## src/rtl/chr_bank_wram_gate.sv

```systemverilog
module chr_bank_wram_gate #(
  parameter int BANK_W = 5,
  parameter int AW     = 6,
  parameter int DW     = 8
) (
  input  logic              clk,
  input  logic              rst_n,
  input  logic              reg_we,
  input  logic              reg_sel,
  input  logic [BANK_W-1:0] reg_wdata,
  input  logic              ppu_a12,
  output logic [BANK_W-1:0] chr_hi,
  output logic              ram_ce_n,
  input  logic              cpu_ram_cs,
  input  logic              cpu_we,
  input  logic [AW-1:0]     cpu_addr,
  input  logic [DW-1:0]     cpu_wdata,
  output logic [DW-1:0]     cpu_rdata,
  output logic              cpu_open_bus
);
  localparam int DEPTH = 1 << AW;

  logic [BANK_W-1:0] bank_lo, bank_hi;
  logic [DW-1:0]     mem [DEPTH];
  logic [DW-1:0]     bus_q;
  logic              ram_on;

  always_ff @(posedge clk) begin
    if (!rst_n) begin
      bank_lo <= '0;
      bank_hi <= '0;
    end else if (reg_we) begin
      if (reg_sel) bank_hi <= reg_wdata;
      else         bank_lo <= reg_wdata;
    end
  end

  assign chr_hi   = ppu_a12 ? bank_hi : bank_lo;
  assign ram_ce_n = chr_hi[BANK_W-1];
  assign ram_on   = cpu_ram_cs && !ram_ce_n;

  always_ff @(posedge clk) begin
    if (ram_on && cpu_we) mem[cpu_addr] <= cpu_wdata;
  end

  always_ff @(posedge clk) begin
    if (!rst_n)          bus_q <= '0;
    else if (cpu_ram_cs) bus_q <= cpu_we ? cpu_wdata : cpu_rdata;
  end

  assign cpu_rdata    = ram_ce_n ? bus_q : mem[cpu_addr];
  assign cpu_open_bus = cpu_ram_cs && !cpu_we && ram_ce_n;
endmodule

```

## config.mk

```make
export PLATFORM = sky130hd
export DESIGN_NAME = chr_bank_wram_gate
export DESIGN_NICKNAME = d
export VERILOG_FILES = /design/src/rtl/chr_bank_wram_gate.sv
export SDC_FILE = /design/constraint.sdc
export NUM_CORES = 1
export LEC_CHECK = 0
export BUFFER_PORTS_ARGS = -buffer_cell sky130_fd_sc_hd__buf_2
export CAP_MARGIN = 15
export CORE_AREA = 2 2 226 228
export CTS_BUF_LIST = sky130_fd_sc_hd__clkbuf_16
export DETAILED_ROUTE_END_ITERATION = 8
export DIE_AREA = 0 0 228 230
export SYNTH_ARGS = -nofsm -noshare
export SYNTH_HDL_FRONTEND = slang
export SYNTH_SLANG_ARGS = --single-unit
```

## constraint.sdc

```tcl
create_clock -name clk -period 5.2 [get_ports clk]
set_clock_uncertainty 0.2 [all_clocks]
set_input_delay 1.56 -clock clk [delete_from_list [all_inputs] [get_ports clk]]
set_output_delay 1.56 -clock clk [all_outputs]
set_load 0.02 [all_outputs]
```

==> out/metrics.yaml, run 1 <==
finalHoldViolations: 0
io_buffers: 40
cp-start-kind: "primary input"
power_mw: 9.26
antenna_found_initial: 0
vias: 13300
violations: "setup timing"
wire_per_inst_um: 28.0
fin_crit_sh_pct: 106
crit_fanout: 25
syn_area_per_cell_um2: 17.2
slowest_stage: "mux4_2"
ys_seq_area_share_pct: 74.1
crit_chain: "buf_16 > buf_12 > buf_4 > mux4_2 > a31oi_4 > nand4_1 > nor4_4 > buf_4 > nor2_4 > buf_6"
cp.depth: 10
grt_first_pass_wirelength_mm: 91.7
die_width_um: 228
max_freq_mhz: 181
status: "complete, but fails checks"
critPathArrivalTime_ns: 3.76
slew_headroom_pct: 28.2
endpoint_kind: "output port"
rsz0062_at_grt: "true"
grt_pass1_vias: 13300
slowest_delay_ns: 0.38
power.density_mw_per_mm2: 341
ant_nets: 0
num_antenna_cells: 0
fin_hold_ws_ns: 0.272
holdCritPathClass: "flop to flop"
hold_buffers: 0
clkTransAtPathRegs_ns: 0.06
layout-drive-gt1-share_pct: 38.5
ys_warn_count: 0
r2r_start: "bank_lo[4]$_SDFFE_PN0P_"
yosysTopAreaCell: "edfxtp_1"
grt-ovfl-total: 0
cp_top_family: "buffers and inverters"
endpoint: "cpu_rdata[5]"
netlist_instances: 1238
ir_worst_vdd_mv: 0.286
totalWireLength_mm: 63.3
syn-cell-area_mm2: 0.0212
cp_common_cell: "buf_4"
sequentialPowerShare_pct: 50.9
synth.distinct_cells: 71
vias_per_cell: 5.89
start_util_pct: 42.6
final_core_util_pct: 54.4
ys_seq_elements: 530
grt_max_degree: 47
drt_iter0_drc: 1435
r2r-end: "mem[42][0]$_DFFE_PP_"
critPathLaunch: "cpu_addr[1]"
p_clk_share_pct: 40.0
synth_top_area_share_pct: 72.4
clockBufferDepth: 3
drtPass1Iterations: 5
clk_latency_ns: 0.62
cts_max_level: 2
synthArstFlopShare_pct: 0
setup_violations: 8
chipHeight_um: 230
die_area_mm2: 0.0524
gp_congestion: 0.928
area_growth_pct: 27.6
p_int_mw: 7.17
fin_crit_ns: 5.52
rows: 82
fin_ws_ns: -0.324
grt_usage_pct: 24.1
worstMarginPinSlew_ns: 1.08
clock-root-buffer: "clkbuf_16"
synth_flop_cell: "edfxtp_1"
place.detailed.hpwl_mm: 42.1
maxCapViolations: 0
p_switching_mw: 2.08
synth_area_leaders: "edfxtp_1, mux4_2, mux2i_1"
drc: 0
leakage_nw: 9.42
syn_nets: 1264
switching_share_pct: 22.5
cts.sinks: 530
coreArea_mm2: 0.0499
layout.nets: 1576
share_comb_of_total_power_pct: 9.1
numCtsBuffers: 53
slew_violations: 0
regToRegSetupSlack_ns: 1.79
criticalPathCategory: "primary input to output port"
pin_count: 41
reg2reg_depth: 8
synth_edf_count: 512
required_ns: 3.44
path_buf_inv: 5
cts_tree: "done"
==> power groups by stage <==
stage               clock (mW)  combinational, mW  sequential, mW
floorplan                    0              0.310            4.80
global placement             0              0.673            4.80
detailed placement           0              0.680            4.80
CTS                       3.75              0.789            4.71
global route              3.91              0.874            4.71
finish                    3.71              0.839            4.71
==> worst register-to-register path, stage by stage, from the launching register on <==
cell	delay, ns
dfxtp_1	0.32
mux2i_2	0.21
buf_12	0.18
buf_4	0.21
and3_1	0.38
and2_1	0.25
nand2_1	0.37
nor2_1	0.73
buf_4	0.27
==> synthesized netlist by cell type (all sizes together), types with 16 or more instances <==
library cell,n
a221oi,43
a22oi,28
buf,54
clkbuf,31
dfxtp,18
edfxtp,512
inv,16
mux2,41
mux2i,68
mux4,41
nand2,35
nand3,32
nor2,88
o21ai,21
o22ai,20
==> metal layers <==
| layer | global-route usage (%) | up-vias | part of all wire [%] |
|---|---|---|---|
| met5 | 0 | - | 0 |
| met4 | 9.82 | 0 | 4.1 |
| met3 | 4.95 | 149 | 8.8 |
| met2 | 38.3 | 705 | 47 |
| met1 | 32.6 | 6791 | 40 |
| li1 | - | 5667 | - |
==> cells in the final DEF, fill, tap and decap left out, drive strengths merged, types with 18 or more instances in the layout <==
| cell type | synthesis | layout |
|---|---|---|
| nor2 | 88 | 88 |
| nand3 | 32 | 32 |
| a221oi | 43 | 43 |
| nand2 | 35 | 35 |
| mux2i | 68 | 68 |
| clkbuf | 31 | 56 |
| edfxtp | 512 | 512 |
| a22oi | 28 | 28 |
| inv | 16 | 30 |
| dfxtp | 18 | 18 |
| mux4 | 41 | 41 |
| o21ai | 21 | 21 |
| buf | 54 | 341 |
| mux2 | 41 | 41 |
| o22ai | 20 | 20 |
==> worst min-delay path by stage <==
| stage | slack [ns] | cells past startpoint | endpoint | start |
|---|---|---|---|---|
| floorplan | 0.24 | 2 | bank_hi[0]$_SDFFE_PN0P_ | bank_hi[0]$_SDFFE_PN0P_ |
| global placement | 0.25 | 2 | bank_hi[2]$_SDFFE_PN0P_ | bank_hi[2]$_SDFFE_PN0P_ |
| detailed placement | 0.27 | 2 | bank_hi[1]$_SDFFE_PN0P_ | bank_hi[1]$_SDFFE_PN0P_ |
| CTS | 0.28 | 2 | bank_hi[1]$_SDFFE_PN0P_ | bank_hi[1]$_SDFFE_PN0P_ |
| global route | 0.31 | 2 | bank_hi[0]$_SDFFE_PN0P_ | bank_hi[0]$_SDFFE_PN0P_ |
| finish | 0.27 | 2 | bank_hi[0]$_SDFFE_PN0P_ | bank_hi[0]$_SDFFE_PN0P_ |
==> kinds of logic (layout without fill, tap and decap cells) <==
kind of cell	after synthesis	count (layout)	share of synthesized area (%)
buffers and inverters	101	451	2.61
AND/OR/NAND/NOR	238	238	5.70
multiplexers	150	150	9.74
AO/OA/AOI/OAI	219	219	7.90
flip-flops	530	530	74.1
==> metrics by stage <==
stage	setup TNS, ns	cell area [um^2]	worst slack, ns	std cells
finish	-1.46	27100	-0.324	2260
global route	-1.89	27100	-0.386	2260
CTS	-1.39	26800	-0.271	2253
detailed placement	-4.36	24000	-0.684	2126
global placement	-4.36	24000	-0.710	2126
floorplan	0	21200	0.173	1238
==> sequential cells by signal (all words and copies together), names as in the netlist <==
register	cells
bus_q	8
bank_hi	5
bank_lo	5
mem	512
==> area by class of cell <==
type | count | area, um^2
tap | 672 | 841
clock inverter | 38 | 293
fill | 3944 | 22800
inverter | 16 | 60.1
multi-input combinational | 607 | 5680
sequential | 530 | 15700
clock buffer | 55 | 1380
timing repair buffer | 342 | 3120
==> what timing repair did <==
| action | in CTS | in global routing |
|---|---|---|
| gates cloned | 3 | 1 |
| gates resized for setup | 172 | 53 |
| buffers inserted | 34 | 7 |
| pin swaps | 51 | 27 |
| endpoints found under the setup margin | 8 | 8 |
Note: power is estimated with default switching activity, not from simulation.
==> run 2: changes to the inputs <==
--- a/config.mk
+++ b/config.mk
@@ -11,6 +11,7 @@
 export CTS_BUF_LIST = sky130_fd_sc_hd__clkbuf_16
 export DETAILED_ROUTE_END_ITERATION = 8
 export DIE_AREA = 0 0 228 230
+export RECOVER_POWER = 100
 export SYNTH_ARGS = -nofsm -noshare
 export SYNTH_HDL_FRONTEND = slang
 export SYNTH_SLANG_ARGS = --single-unit
==> run 2 against run 1 <==
  * The flow finishes with violations (capacitance limit, slew limit, setup timing)
  * Worst hold slack got worse by 0.0014 ns
  * Die area did not move
  * Flip-flop and latch count did not move
  * Utilization fell by 0.59 points
  * Combinational power fell by 1%
  * Sequential share of layout area rose by 0.64 points
  * Worst setup slack got worse by 0.025 ns
  * Highest routed layer unchanged
==> out/metrics.yaml, run 2 (synthesis results as in run 1) <==
regMostFlops: "mem"
top_regs: "mem (512), bus_q (8)"
chipHeight_um: 230
io_buffers: 40
grt_first_pass_wirelength_mm: 91.7
place.detailed.hpwl_mm: 42.1
die_area_mm2: 0.0524
worstMarginPinSlew_ns: 2.58
max_freq_mhz: 180
cp-start-kind: "primary input"
grt-ovfl-total: 0
clock-root-buffer: "clkbuf_16"
fin_crit_ns: 5.55
grt_usage_pct: 24.1
hold_depth: 2
gp_congestion: 0.928
dp_slack_ns: -0.684
finalHoldViolations: 0
ir_worst_vdd_mv: 0.287
num_antenna_cells: 0
start_util_pct: 42.6
seq_area_mm2: 0.0157
clk_latency_ns: 0.62
clkTransAtPathRegs_ns: 0.06
setup_violations: 8
drt_iter0_drc: 1430
final_common_cell: "edfxtp_1"
slew_violations: 335
clockBufferDepth: 3
final_core_util_pct: 53.8
ant_nets: 0
area_growth_pct: 26.2
mostFrequentLayoutCells: "edfxtp_1, buf_4, clkbuf_1"
vias_per_cell: 5.89
hold_buffers: 0
drc: 0
cts_tree: "done"
fin_hold_ws_ns: 0.271
cts_max_level: 2
fin_crit_sh_pct: 107
rows: 82
wire_per_inst_um: 28.0
slowest_delay_ns: 0.39
pin_count: 41
cts.sinks: 530
grt_pass1_vias: 13300
fin_ws_ns: -0.349
violations: "capacitance limit, slew limit, setup timing"
antenna_found_initial: 0
leakage_nw: 9.08
vias: 13300
coreArea_mm2: 0.0499
criticalPathCategory: "primary input to output port"
crit_fanout: 25
status: "complete, but fails checks"
largest_reg_flops: 512
power.density_mw_per_mm2: 345
die_width_um: 228
layout.nets: 1576
power_mw: 9.25
cp_common_cell: "buf_4"
totalWireLength_mm: 63.3
slew_headroom_pct: -72.2
maxCapViolations: 9
layout-drive-gt1-share_pct: 32.9
required_ns: 3.44
drtPass1Iterations: 5
endpoint_kind: "output port"
reg2reg_depth: 8
critPathArrivalTime_ns: 3.79
crit_chain: "buf_16 > buf_12 > buf_4 > mux4_2 > a31oi_4 > nand4_1 > nor4_4 > buf_4 > nor2_4 > buf_6"
numCtsBuffers: 53
slowest_stage: "mux4_2"
multi_input_area_mm2: 0.00568
holdCritPathClass: "flop to flop"
grt_max_degree: 47
rsz0062_at_grt: "true"
fillers: 4022
-- run 2: cell count changes in the layout (fill, tap and decap cells not counted) --
cell,delta
and2_1,-1
buf_4,-74
nor2b_1,+1
buf_2,-15
mux2i_1,+1
and2_0,+1
mux2i_2,-1
clkbuf_4,+2
nor2b_2,-1
clkbuf_1,+87
-- run 2: critical path, delay by kind of cell --
kind                   cells  cell delay (ns)
buffers and inverters      5             0.89
and+or+nand+nor            3             0.67
muxes                      1             0.39
AOI/OAI and AO/OA          1             0.24
-- run 2: timing repair --
item,CTS,global route
endpoints found under the setup margin,8,8
pin swaps,51,27
cloned,3,1
gates resized for setup,172,53
buffers inserted,34,7
-- run 2: final timing paths --
check                          startpoint                 endpoint  slack (ns)
hold reg to reg   bank_hi[4]$_SDFFE_PN0P_  bank_hi[4]$_SDFFE_PN0P_        0.27
setup / recovery              cpu_addr[1]             cpu_rdata[5]       -0.35
setup reg to reg  bank_hi[4]$_SDFFE_PN0P_     mem[42][0]$_DFFE_PP_        1.69
hold / removal    bank_hi[4]$_SDFFE_PN0P_  bank_hi[4]$_SDFFE_PN0P_        0.27
-- run 2: routing by layer --
metal	part of all wire (%)	track usage, %	vias to the layer above	routed length [um]
li1	-	-	5662	-
met1	41	32.6	6800	25700
met2	47	38.3	692	29500
met3	8.5	4.95	155	5370
met4	4.3	9.82	0	2700
met5	0	0	-	0
-- run 2: stage by stage --
| step | cell area, um^2 | cells | TNS (ns) |
|---|---|---|---|
| after CTS | 26800 | 2253 | -1.39 |
| final | 26800 | 2260 | -1.69 |
| after global placement | 24000 | 2126 | -4.36 |
| after detailed placement | 24000 | 2126 | -4.36 |
| after floorplan | 21200 | 1238 | 0 |
| after global routing | 26800 | 2260 | -2.08 |
-- run 2: power breakdown --
group	switching, mW	leakage (nW)	total, mW	internal (mW)
sequential	0.00842	4.75	4.72	4.71
combinational	0.472	3.49	0.831	0.359
clock	1.60	0.835	3.70	2.10
-- run 2: cell type report --
| class | count | share of cell area [%] |
|---|---|---|
| inverter | 16 | 0.224 |
| sequential | 530 | 58.7 |
| clock inverter | 38 | 1.09 |
| clock buffer | 55 | 5.13 |
| timing repair buffer | 342 | 10.6 |
| multi-input combinational | 607 | 21.2 |
| tap | 672 | 3.14 |
